<file path="src/rtl/pbdec_pkg.sv">
package pbdec_pkg;
    localparam int unsigned ADDR_W      = 32;
    localparam int unsigned WIN_LOG2    = 26;
    localparam int unsigned SLOT_LOG2   = 14;
    localparam int unsigned SLOTS       = 32;
    localparam int unsigned IDX_W       = $clog2(SLOTS);
    localparam int unsigned REGION_LOG2 = SLOT_LOG2 + IDX_W;
    localparam int unsigned GLB_N       = 2;

    typedef enum logic [2:0] {
        RG_IDLE,
        RG_ONPLAT,
        RG_OFFPLAT,
        RG_GLB_LO,
        RG_GLB_HI,
        RG_MISS
    } region_e;

    typedef struct packed {
        logic [SLOTS-1:0] on_en;
        logic [SLOTS-1:0] off_en;
        logic [GLB_N-1:0] glb_en;
        logic             off_any;
        logic             miss;
    } dec_out_t;
endpackage

</file>
<file path="src/rtl/pbdec_region.sv">
module pbdec_region
    import pbdec_pkg::*;
#(
    parameter logic [ADDR_W-1:0] WIN_BASE = 32'hC000_0000
) (
    input  logic              valid_i,
    input  logic [ADDR_W-1:0] addr_i,
    output region_e           region_o,
    output logic [IDX_W-1:0]  idx_o
);
    localparam longint unsigned WIN_SIZE_L  = 64'd1 << WIN_LOG2;
    localparam longint unsigned OFF_LO_L    = 64'd1 << REGION_LOG2;
    localparam longint unsigned GLB_LO_L    = 64'd2 << REGION_LOG2;
    localparam longint unsigned GLB_SPLIT_L = GLB_LO_L + (WIN_SIZE_L - GLB_LO_L) / 2;

    localparam logic [WIN_LOG2-1:0] OFF_LO    = WIN_LOG2'(OFF_LO_L);
    localparam logic [WIN_LOG2-1:0] GLB_LO    = WIN_LOG2'(GLB_LO_L);
    localparam logic [WIN_LOG2-1:0] GLB_SPLIT = WIN_LOG2'(GLB_SPLIT_L);

    logic                in_win;
    logic [WIN_LOG2-1:0] offset;

    assign in_win = (addr_i[ADDR_W-1:WIN_LOG2] == WIN_BASE[ADDR_W-1:WIN_LOG2]);
    assign offset = addr_i[WIN_LOG2-1:0];
    assign idx_o  = addr_i[SLOT_LOG2 +: IDX_W];

    always_comb begin
        if (!valid_i) begin
            region_o = RG_IDLE;
        end else if (!in_win) begin
            region_o = RG_MISS;
        end else if (offset < OFF_LO) begin
            region_o = RG_ONPLAT;
        end else if (offset < GLB_LO) begin
            region_o = RG_OFFPLAT;
        end else if (offset < GLB_SPLIT) begin
            region_o = RG_GLB_LO;
        end else begin
            region_o = RG_GLB_HI;
        end
    end
endmodule

</file>
<file path="src/rtl/pbdec_onehot.sv">
module pbdec_onehot #(
    parameter int unsigned N     = 32,
    parameter int unsigned IDX_W = $clog2(N)
) (
    input  logic             en_i,
    input  logic [IDX_W-1:0] idx_i,
    output logic [N-1:0]     oh_o
);
    for (genvar g = 0; g < N; g++) begin : g_bit
        assign oh_o[g] = en_i && (idx_i == IDX_W'(g));
    end
endmodule

</file>
<file path="src/rtl/pbdec_top.sv">
module pbdec_top
    import pbdec_pkg::*;
#(
    parameter logic [ADDR_W-1:0] WIN_BASE = 32'hC000_0000
) (
    input  logic              clk_i,
    input  logic              rst_ni,
    input  logic              valid_i,
    input  logic [ADDR_W-1:0] addr_i,
    output logic [SLOTS-1:0]  on_en_o,
    output logic [SLOTS-1:0]  off_en_o,
    output logic [GLB_N-1:0]  glb_en_o,
    output logic              off_any_o,
    output logic              miss_o
);
    region_e          region;
    logic [IDX_W-1:0] idx;
    logic [SLOTS-1:0] on_oh;
    logic [SLOTS-1:0] off_oh;
    dec_out_t         dec_d;
    dec_out_t         dec_q;

    pbdec_region #(.WIN_BASE(WIN_BASE)) u_region (
        .valid_i  (valid_i),
        .addr_i   (addr_i),
        .region_o (region),
        .idx_o    (idx)
    );

    pbdec_onehot #(.N(SLOTS), .IDX_W(IDX_W)) u_on_oh (
        .en_i  (region == RG_ONPLAT),
        .idx_i (idx),
        .oh_o  (on_oh)
    );

    pbdec_onehot #(.N(SLOTS), .IDX_W(IDX_W)) u_off_oh (
        .en_i  (region == RG_OFFPLAT),
        .idx_i (idx),
        .oh_o  (off_oh)
    );

    always_comb begin
        dec_d           = '0;
        dec_d.on_en     = on_oh;
        dec_d.off_en    = off_oh;
        dec_d.glb_en[0] = (region == RG_GLB_LO);
        dec_d.glb_en[1] = (region == RG_GLB_HI);
        dec_d.off_any   = (region == RG_OFFPLAT);
        dec_d.miss      = (region == RG_MISS);
    end

    always_ff @(posedge clk_i or negedge rst_ni) begin
        if (!rst_ni) begin
            dec_q <= '0;
        end else begin
            dec_q <= dec_d;
        end
    end

    assign on_en_o   = dec_q.on_en;
    assign off_en_o  = dec_q.off_en;
    assign glb_en_o  = dec_q.glb_en;
    assign off_any_o = dec_q.off_any;
    assign miss_o    = dec_q.miss;
endmodule

</file>
<file path="config.mk">
export PLATFORM = sky130hd
export DESIGN_NAME = pbdec_top
export DESIGN_NICKNAME = d
export VERILOG_FILES = /design/src/rtl/pbdec_pkg.sv /design/src/rtl/pbdec_region.sv /design/src/rtl/pbdec_onehot.sv /design/src/rtl/pbdec_top.sv
export SDC_FILE = /design/constraint.sdc
export NUM_CORES = 1
export LEC_CHECK = 0
export BUFFER_PORTS_ARGS = -buffer_cell sky130_fd_sc_hd__buf_2
export CORE_ASPECT_RATIO = 0.75
export CORE_MARGIN = 2
export CORE_UTILIZATION = 25
export DETAILED_ROUTE_END_ITERATION = 6
export PLACE_DENSITY = 0.62
export SLEW_MARGIN = 5
export SYNTH_ARGS = -nofsm -noshare
export SYNTH_HDL_FRONTEND = slang
export SYNTH_SLANG_ARGS = --single-unit
</file>
<file path="constraint.sdc">
create_clock -name clk_i -period 0.8 [get_ports clk_i]
set_input_delay 0.08 -clock clk_i [delete_from_list [all_inputs] [get_ports clk_i]]
set_output_delay 0.08 -clock clk_i [all_outputs]
set_load 0.005 [all_outputs]
</file>
# Word-level counts from Yosys, hierarchy flattened

Index checks and enable logic that the tools add are counted.

Equal/unequal tests: 37
Reduce and logical (&&, ||, !) cells: 65
$lt $le $gt $ge: 3
Mux-type cells: 5

Operators by type and width:

| operator               | number |
|---|---|
| $eq A5 B5 Y1 const B   | 16 |
| $logic_and A1 B1 Y1    | 64 |
| $eq A5 B4 Y1 const B   | 8 |
| $lt A26 B20 Y1 const B | 1 |
| $lt A26 B21 Y1 const B | 1 |
| $lt A26 B26 Y1 const B | 1 |
| $eq A5 B3 Y1 const B   | 4 |
| $mux W3                | 5 |
| $eq A5 B2 Y1 const B   | 2 |
| $eq A3 B2 Y1 const B   | 2 |
| $eq A3 B3 Y1 const B   | 2 |
| $eq A6 B6 Y1 const B   | 1 |
| $eq A5 B1 Y1 const B   | 1 |
| $logic_not A5 Y1       | 1 |
| $eq A3 B1 Y1 const B   | 1 |

Bits in registers: 68
Input bits: 35
Output and inout port bits: 68

# Logic depth before layout (Yosys ltp)

Gate-level depths: netlist of run 1.

Depth in word-level cells: 8
Depth in mapped cells: 5

# Cells and area by module

From an unflattened synthesis of run 1, not the netlist that was laid out.

Cells, all modules: 185
Area, all modules: 2338.5 µm²

Modules (own cells, without submodules):

| module       | sequential area each (µm²) | instances | cells an instance | area each (µm²) |
|---|---|---|---|---|
| pbdec_top    | 1701.6                     | 1         | 73                | 1744.2 |
| pbdec_onehot | 0.0                        | 2         | 47                | 234.0 |
| pbdec_region | 0.0                        | 1         | 18                | 126.4 |

# Worst setup path after synthesis of run 1

Ideal clock, no wire load.

Kind: input port to flip-flop
From: input port addr_i[27]
To: register dec_q, in the netlist off_en_o[12]
Stages on the path: 4
Required time: 727 ps
Data arrival time: 1047 ps
Path buffers: 1
Setup slack: -320 ps
Path through: nor4_4 > nand4_2 > buf_2 > nor2_1

RTL lines:

| element                | line            | RTL |
|---|---|---|
| start: declaration     | pbdec_top.sv:9  | `input logic [ADDR_W-1:0] addr_i,` |
| end signal: assignment | pbdec_top.sv:54 | `dec_q <= '0;` |
| end signal: assignment | pbdec_top.sv:56 | `dec_q <= dec_d;` |
| end: declaration       | pbdec_top.sv:21 | `dec_out_t dec_q;` |

==> out/metrics.csv, run 1 <==
metric,value,unit
status,"complete, but fails checks",
failing checks,negative setup slack,
placed cell count,404,
largest net degree at the start of global routing,69,
Min-Delay Path Class,in -> reg,
final hold viol count,0,
DR vias,1860,
Netlist cell types,20,
CTS tree,yes,
nets,350,
# rows,30,
clk sinks,68,
YS warnings,0,
# Max-Cap Violations,0,
layout cells sized above 1,61.6,%
Detailed Routing Iterations Pass 1,4,
worst hold start,addr_i[23],
fmax,1070,MHz
CP Data Required Time,1.05,ns
Worst Max-Slew Pin Slew,0.416,ns
Mapped Nets,217,
RSZ-0062 raised after global routing,yes,
Antenna Nets Post-Route,0,
register bit total from synthesis,68,
Final period util,117,%
Max Root-Sink Buffers,2,
Startpoint Class,primary input,
diode count,0,
synthesized area,2270,µm²
Setup CP Type,in -> reg,
Syn Inst Count,182,
CP endpoint kind,flop,
I/O pins,103,
total power,0.00806,W
remaining global-route overflow,0,
Worst Hold End,off_any_o,
placed cell area,3070,µm²
placed wire-length estimate,4.37,mm
count of pins over their slew limit,0,
vias in the first global route,1965,
register area share after synthesis,74.9,%
Core ar.,8930,µm²
port buffer count,88,
Period minus WS final,0.936,ns
GRT Total Usage,14.6,%
Die Area,9870,µm²
VDD IR max,1060,µV
fin cells,432,
Setup WS pre-CTS,-0.448,ns
leak pwr,1.96,nW
Detailed Route WL,6.81,mm
Worst EP arrival,1.19,ns
Clock transition at path regs,0.05,ns
routed len/inst,15.8,µm
CTS root buf,clkbuf_16,
vias per cell,4.31,
DRC viols,0,
Final Setup Violations,128,
starting density of the core,25.4,%
Hold Path Depth,3,
Syn-to-layout area delta,74.5,%
initial antenna violation count,0,
gp weighted congestion,0.831,
DRT iter0 DRCs,133,
"Design Area, Final",3960,µm²
CP Launch Point,addr_i[28],
CTS Buf Count,9,
crit-path max FO,7,
Power per Cell Area,2030,nW/µm²
die height,86.5,µm
Worst slew margin,72.2,%
first-pass GRT wire length,10.4,mm
Mean Syn Cell Area,12.5,µm²
Final Worst Setup Slack,-0.136,ns
die width,114,µm
H-tree lvl count,3,
-- layout by cell type (no fill, tap or decap), types with 2 or more instances in the layout --
cell type	netlist	final
bufinv_16	0	2
buf_4	0	23
buf_2	4	81
clkbuf_16	0	10
dlygate4sd3_1	0	4
nand4_1	3	3
nand4_4	0	3
nor2b_1	4	4
nand3_1	8	8
nor4b_4	0	2
nor4_2	2	3
nor2_2	0	15
buf_6	0	10
buf_12	0	6
nor2_4	0	32
nor2_1	65	18
dfrtp_1	68	68
nor3_1	3	2
nand2_1	11	11
clkinvlp_4	0	2
-- per-layer routing --
layer	track usage, %	vias up	part of all wire (%)
met3	6.71	7	7.3
met1	18.4	920	44
met2	21.9	65	48
met4	5.54	0	0.95
met5	0	-	0
li1	-	868	-
-- timing repair --
item,in CTS,in global routing
setup buffers,3,2
endpoints found under the setup margin,109,132
pin swaps,7,4
hold buffers,4,0
endpoints found under the hold margin,69,0
cloned,3,0
resized for setup,52,62
-- worst max path at each step --
stage	slack [ns]	depth (start not counted)	end
3_5_place_dp	-0.45	5	off_any_o
4_1_cts	-0.14	1	off_en_o[31]
5_1_grt	-0.17	7	off_en_o[31]
6_report	-0.14	7	off_en_o[13]
3_3_place_gp	-0.38	5	off_en_o[19]
2_1_floorplan	-0.30	4	on_en_o[19]
-- cells by family (layout without fill, tap and decap cells) --
kind of cell	count (synthesis)	count (layout)	synth area share, %
AOI/OAI and AO/OA	2	2	0.661
DFF	68	68	74.9
buffers and inverters	6	144	1.21
and+or+nand+nor	106	106	23.2
-- cell usage after synthesis, drive strengths merged --
cell	number	area, µm²
dfrtp	68	1700
nor2	65	244
nand2	11	41.3
nand3	8	40.0
nand4	6	56.3
buf	4	20.0
nor2b	4	25.0
nor4	4	52.6
nor3	3	15.0
nor4b	2	30.0
a221oi	1	8.76
a31oi	1	6.26
and3	1	6.26
and4	1	8.76
clkbuf	1	3.75
inv	1	3.75
nor3b	1	7.51
-- area by class of cell --
cell class                      instances  area (µm²)
Timing Repair Buffer                  127         918
Fill cell                             841        4970
Multi-Input combinational cell        108         882
Inverter                                1        3.75
Sequential cell                        68        1700
Tap cell                              112         140
Clock inverter                          6        88.8
Clock buffer                           10         229
-- critical path: stages --
cell,delay (ns)
buf_6,0.10
nor4_4,0.30
buf_6,0.16
buf_12,0.10
nand4_4,0.14
buf_16,0.21
nor2_4,0.10
-- per-stage QoR --
stage | setup TNS [ns] | hold slack, ns | utilization [%]
finish | -10.56 | 0.0459 | 44.4
global placement | -21.36 | 0.127 | 34.3
detailed placement | -24.91 | 0.128 | 34.3
floorplan | -15.70 | -0.216 | -
global route | -15.21 | 0.0388 | 44.4
CTS | -9.76 | 0.0270 | 41.6
-- registers in the layout, summed over array words and instances, names as in the netlist --
register   cells
off_any_o      1
off_en_o      32
miss_o         1
glb_en_o       2
on_en_o       32
-- power by group --
group	internal (W)	switching [W]
registers	0.00344	0.000000823
clock network	0.00273	0.00145
logic	0.000187	0.000253
total	0.00636	0.00170
Note: power is estimated with default switching activity, not from simulation.
==> inputs of run 2 (changes only) <==
Settings changed: ABC_AREA from default to 1, PLACE_DENSITY 0.62 to 0.59.
Clock period 0.8 ns to 1.2 ns, I/O delays scaled along.
==> run 2 against run 1 <==
  * The flow now finishes without violations
  * Count of clock-buffer cells in the layout up 1
  * Setup slack improved by 0.39 ns
  * Cell count up 7.6%
  * Non-clock buffer count fell by 22
  * Via count grew 0.38%
  * Synthesized cell count is 21% higher
  * Sequential share of layout area grew 5.9 points
  * Routed wire length down 11%
==> out/metrics.csv, run 2 <==
metric,value,unit
Net Sw Frac,21.8,%
routed len/inst,13.1,µm
NetSw,0.00106,W
CTS root buf,clkbuf_16,
most instantiated library cell after synthesis,dfrtp_1,
remaining global-route overflow,0,
DRT iter0 DRCs,99,
CP Data Required Time,1.08,ns
status,completed,
Final Setup Violations,0,
Startpoint Class,flop,
nets,363,
crit-path max FO,1,
Yosys top cell by area,dfrtp_1,
vias per cell,4.02,
worst hold start,valid_i,
CTS Buf Count,9,
register area share after synthesis,68.1,%
share of Yosys cell area claimed by the top area cell type,68.1,%
Netlist cell types,16,
most common library cell in the layout ignoring fill and taps,buf_2,
Min-Delay Path Class,in -> reg,
Syn-to-layout area delta,39.5,%
Max Root-Sink Buffers,2,
die height,90.6,µm
final hold viol count,0,
Gate power share,4.8,%
Power per Cell Area,1400,nW/µm²
Final period util,79.0,%
Post-synth top cells,"dfrtp_1, nor2_1, nand3_1, nor2_2, inv_1",
largest net degree at the start of global routing,69,
share of power burned in registers,47.2,%
starting density of the core,25.8,%
most frequent cells in the layout,"buf_2, dfrtp_1, nor2_1",
Worst slew margin,76.6,%
DR vias,1867,
CP top delay family,flip-flops,
CP endpoint kind,output pin,
Hold Path Depth,3,
RSZ-0062 raised after global routing,no,
# rows,31,
"slowest stage delay, CP",0.38,ns
Post-synth EDFFs,0,
port buffer count,88,
Final TNS setup,0,ns
total power,0.00487,W
initial antenna violation count,0,
"Design Area, Final",3490,µm²
clock power share,48.1,%
GRT Total Usage,12.2,%
placed cell area,3210,µm²
Worst EP arrival,0.83,ns
Core ar.,9700,µm²
placed wire-length estimate,4.39,mm
YS warnings,0,
I/O pins,103,
Mean Syn Cell Area,11.3,µm²
Post-synth top flop,dfrtp_1,
first-pass GRT wire length,9.88,mm
Worst Path Buf+Inv,1,
top post-synthesis cells by area,"dfrtp_1, nor2_1, nor2_2",
vias in the first global route,1901,
"Async S/R FF share, synth",100,%
Die Area,10800,µm²
Worst Hold End,miss_o,
gp weighted congestion,0.667,
CTS tree,yes,
fmax,1060,MHz
Antenna Nets Post-Route,0,
Worst Max-Slew Pin Slew,0.350,ns
Clock transition at path regs,0.05,ns
DRC viols,0,
synthesized area,2500,µm²
Syn Inst Count,221,
layout cells sized above 1,47.1,%
clk sinks,68,
count of pins over their slew limit,0,
Detailed Routing Iterations Pass 1,4,
diode count,0,
VDD IR max,579,µV
Mapped Nets,256,
leak pwr,1.85,nW
H-tree lvl count,3,
register bit total from synthesis,68,
critical-path cell list,buf_2,
# Max-Cap Violations,0,
slowest CP cell,dfrtp_1,
die width,119,µm
Setup CP Type,reg -> out,
Final Core Density,35.9,%
design internal power,0.00381,W
CTS resizes,0,
Period minus WS final,0.948,ns
fillers,1008,
Detailed Route WL,6.07,mm
==> run 2: cell count changes in the layout (fill, tap and decap cells not counted), moves of 4 or more <==
cell and delta:
nor2_2 +14, nor2b_1 -4, inv_1 +10, nand3_1 +23, inv_2 +4, buf_4 -12, buf_2 +7, buf_6 -10
nor2_4 -30, nor2_1 +32
==> run 2: final cells by class <==
type | count | area [µm²] | area share [%]
clock buffer | 11 | 243 | 6.96
clock inverter | 5 | 27.5 | 0.790
inverter | 15 | 56.3 | 1.62
multi-input combinational | 129 | 659 | 18.9
sequential | 68 | 1700 | 48.8
tap | 132 | 165 | 4.74
timing repair buffer | 105 | 633 | 18.2
==> run 2: tightest hold or removal path, stage by stage <==
cell and delay (ns):
buf_2 0.15, nand2_1 0.07, inv_1 0.03
==> run 2: metal layers <==
metal | GRT usage, % | wire length [µm] | vias to the layer above
li1 | - | - | 900
met1 | 15.5 | 2770 | 891
met2 | 18.6 | 2810 | 68
met3 | 5.18 | 420 | 8
met4 | 4.02 | 64 | 0
met5 | 0 | 0 | -
==> run 2: how the worst max path moves through the flow <==
stage,from,end,slack (ns),depth (start not counted)
global placement,addr_i[22],off_en_o[21],0.03,8
CTS,off_en_o[23],off_en_o[23],0.24,1
floorplan,addr_i[21],off_en_o[24],0.24,8
finish,on_en_o[2],on_en_o[2],0.25,1
detailed placement,addr_i[22],off_en_o[20],-0.01,8
global route,off_en_o[0],off_en_o[0],0.21,1
==> run 2: power groups by stage <==
| stage | clock, W | combinational [W] | sequential, W |
|---|---|---|---|
| global placement | 0 | 0.000232 | 0.00234 |
| floorplan | 0 | 0.0000814 | 0.00234 |
| global route | 0.00257 | 0.000266 | 0.00230 |
| detailed placement | 0 | 0.000237 | 0.00234 |
| CTS | 0.00242 | 0.000240 | 0.00230 |
| finish | 0.00234 | 0.000234 | 0.00230 |
==> run 2: logic make-up after synthesis <==
group                  count (synthesis)  synth area share, %
AO/OA/AOI/OAI                          1                0.200
buffers and inverters                 24                 5.51
flip-flops                            68                 68.1
AND/OR/NAND/NOR                      128                 26.2
==> run 2: per-stage QoR <==
| stage | worst slack (ns) | cells | hold WS (ns) |
|---|---|---|---|
| 2_1_floorplan | 0.239 | 221 | -0.176 |
| 3_3_place_gp | 0.0308 | 448 | 0.164 |
| 3_5_place_dp | -0.0117 | 448 | 0.170 |
| 4_1_cts | 0.236 | 465 | 0.0760 |
| 5_1_grt | 0.212 | 465 | 0.0832 |
| 6_report | 0.252 | 465 | 0.0914 |
==> run 2: what timing repair did <==
| item | in CTS | in global routing |
|---|---|---|
| buffers inserted | 0 | 0 |
| hold endpoints to repair | 68 | 0 |
| hold buffers | 1 | 0 |
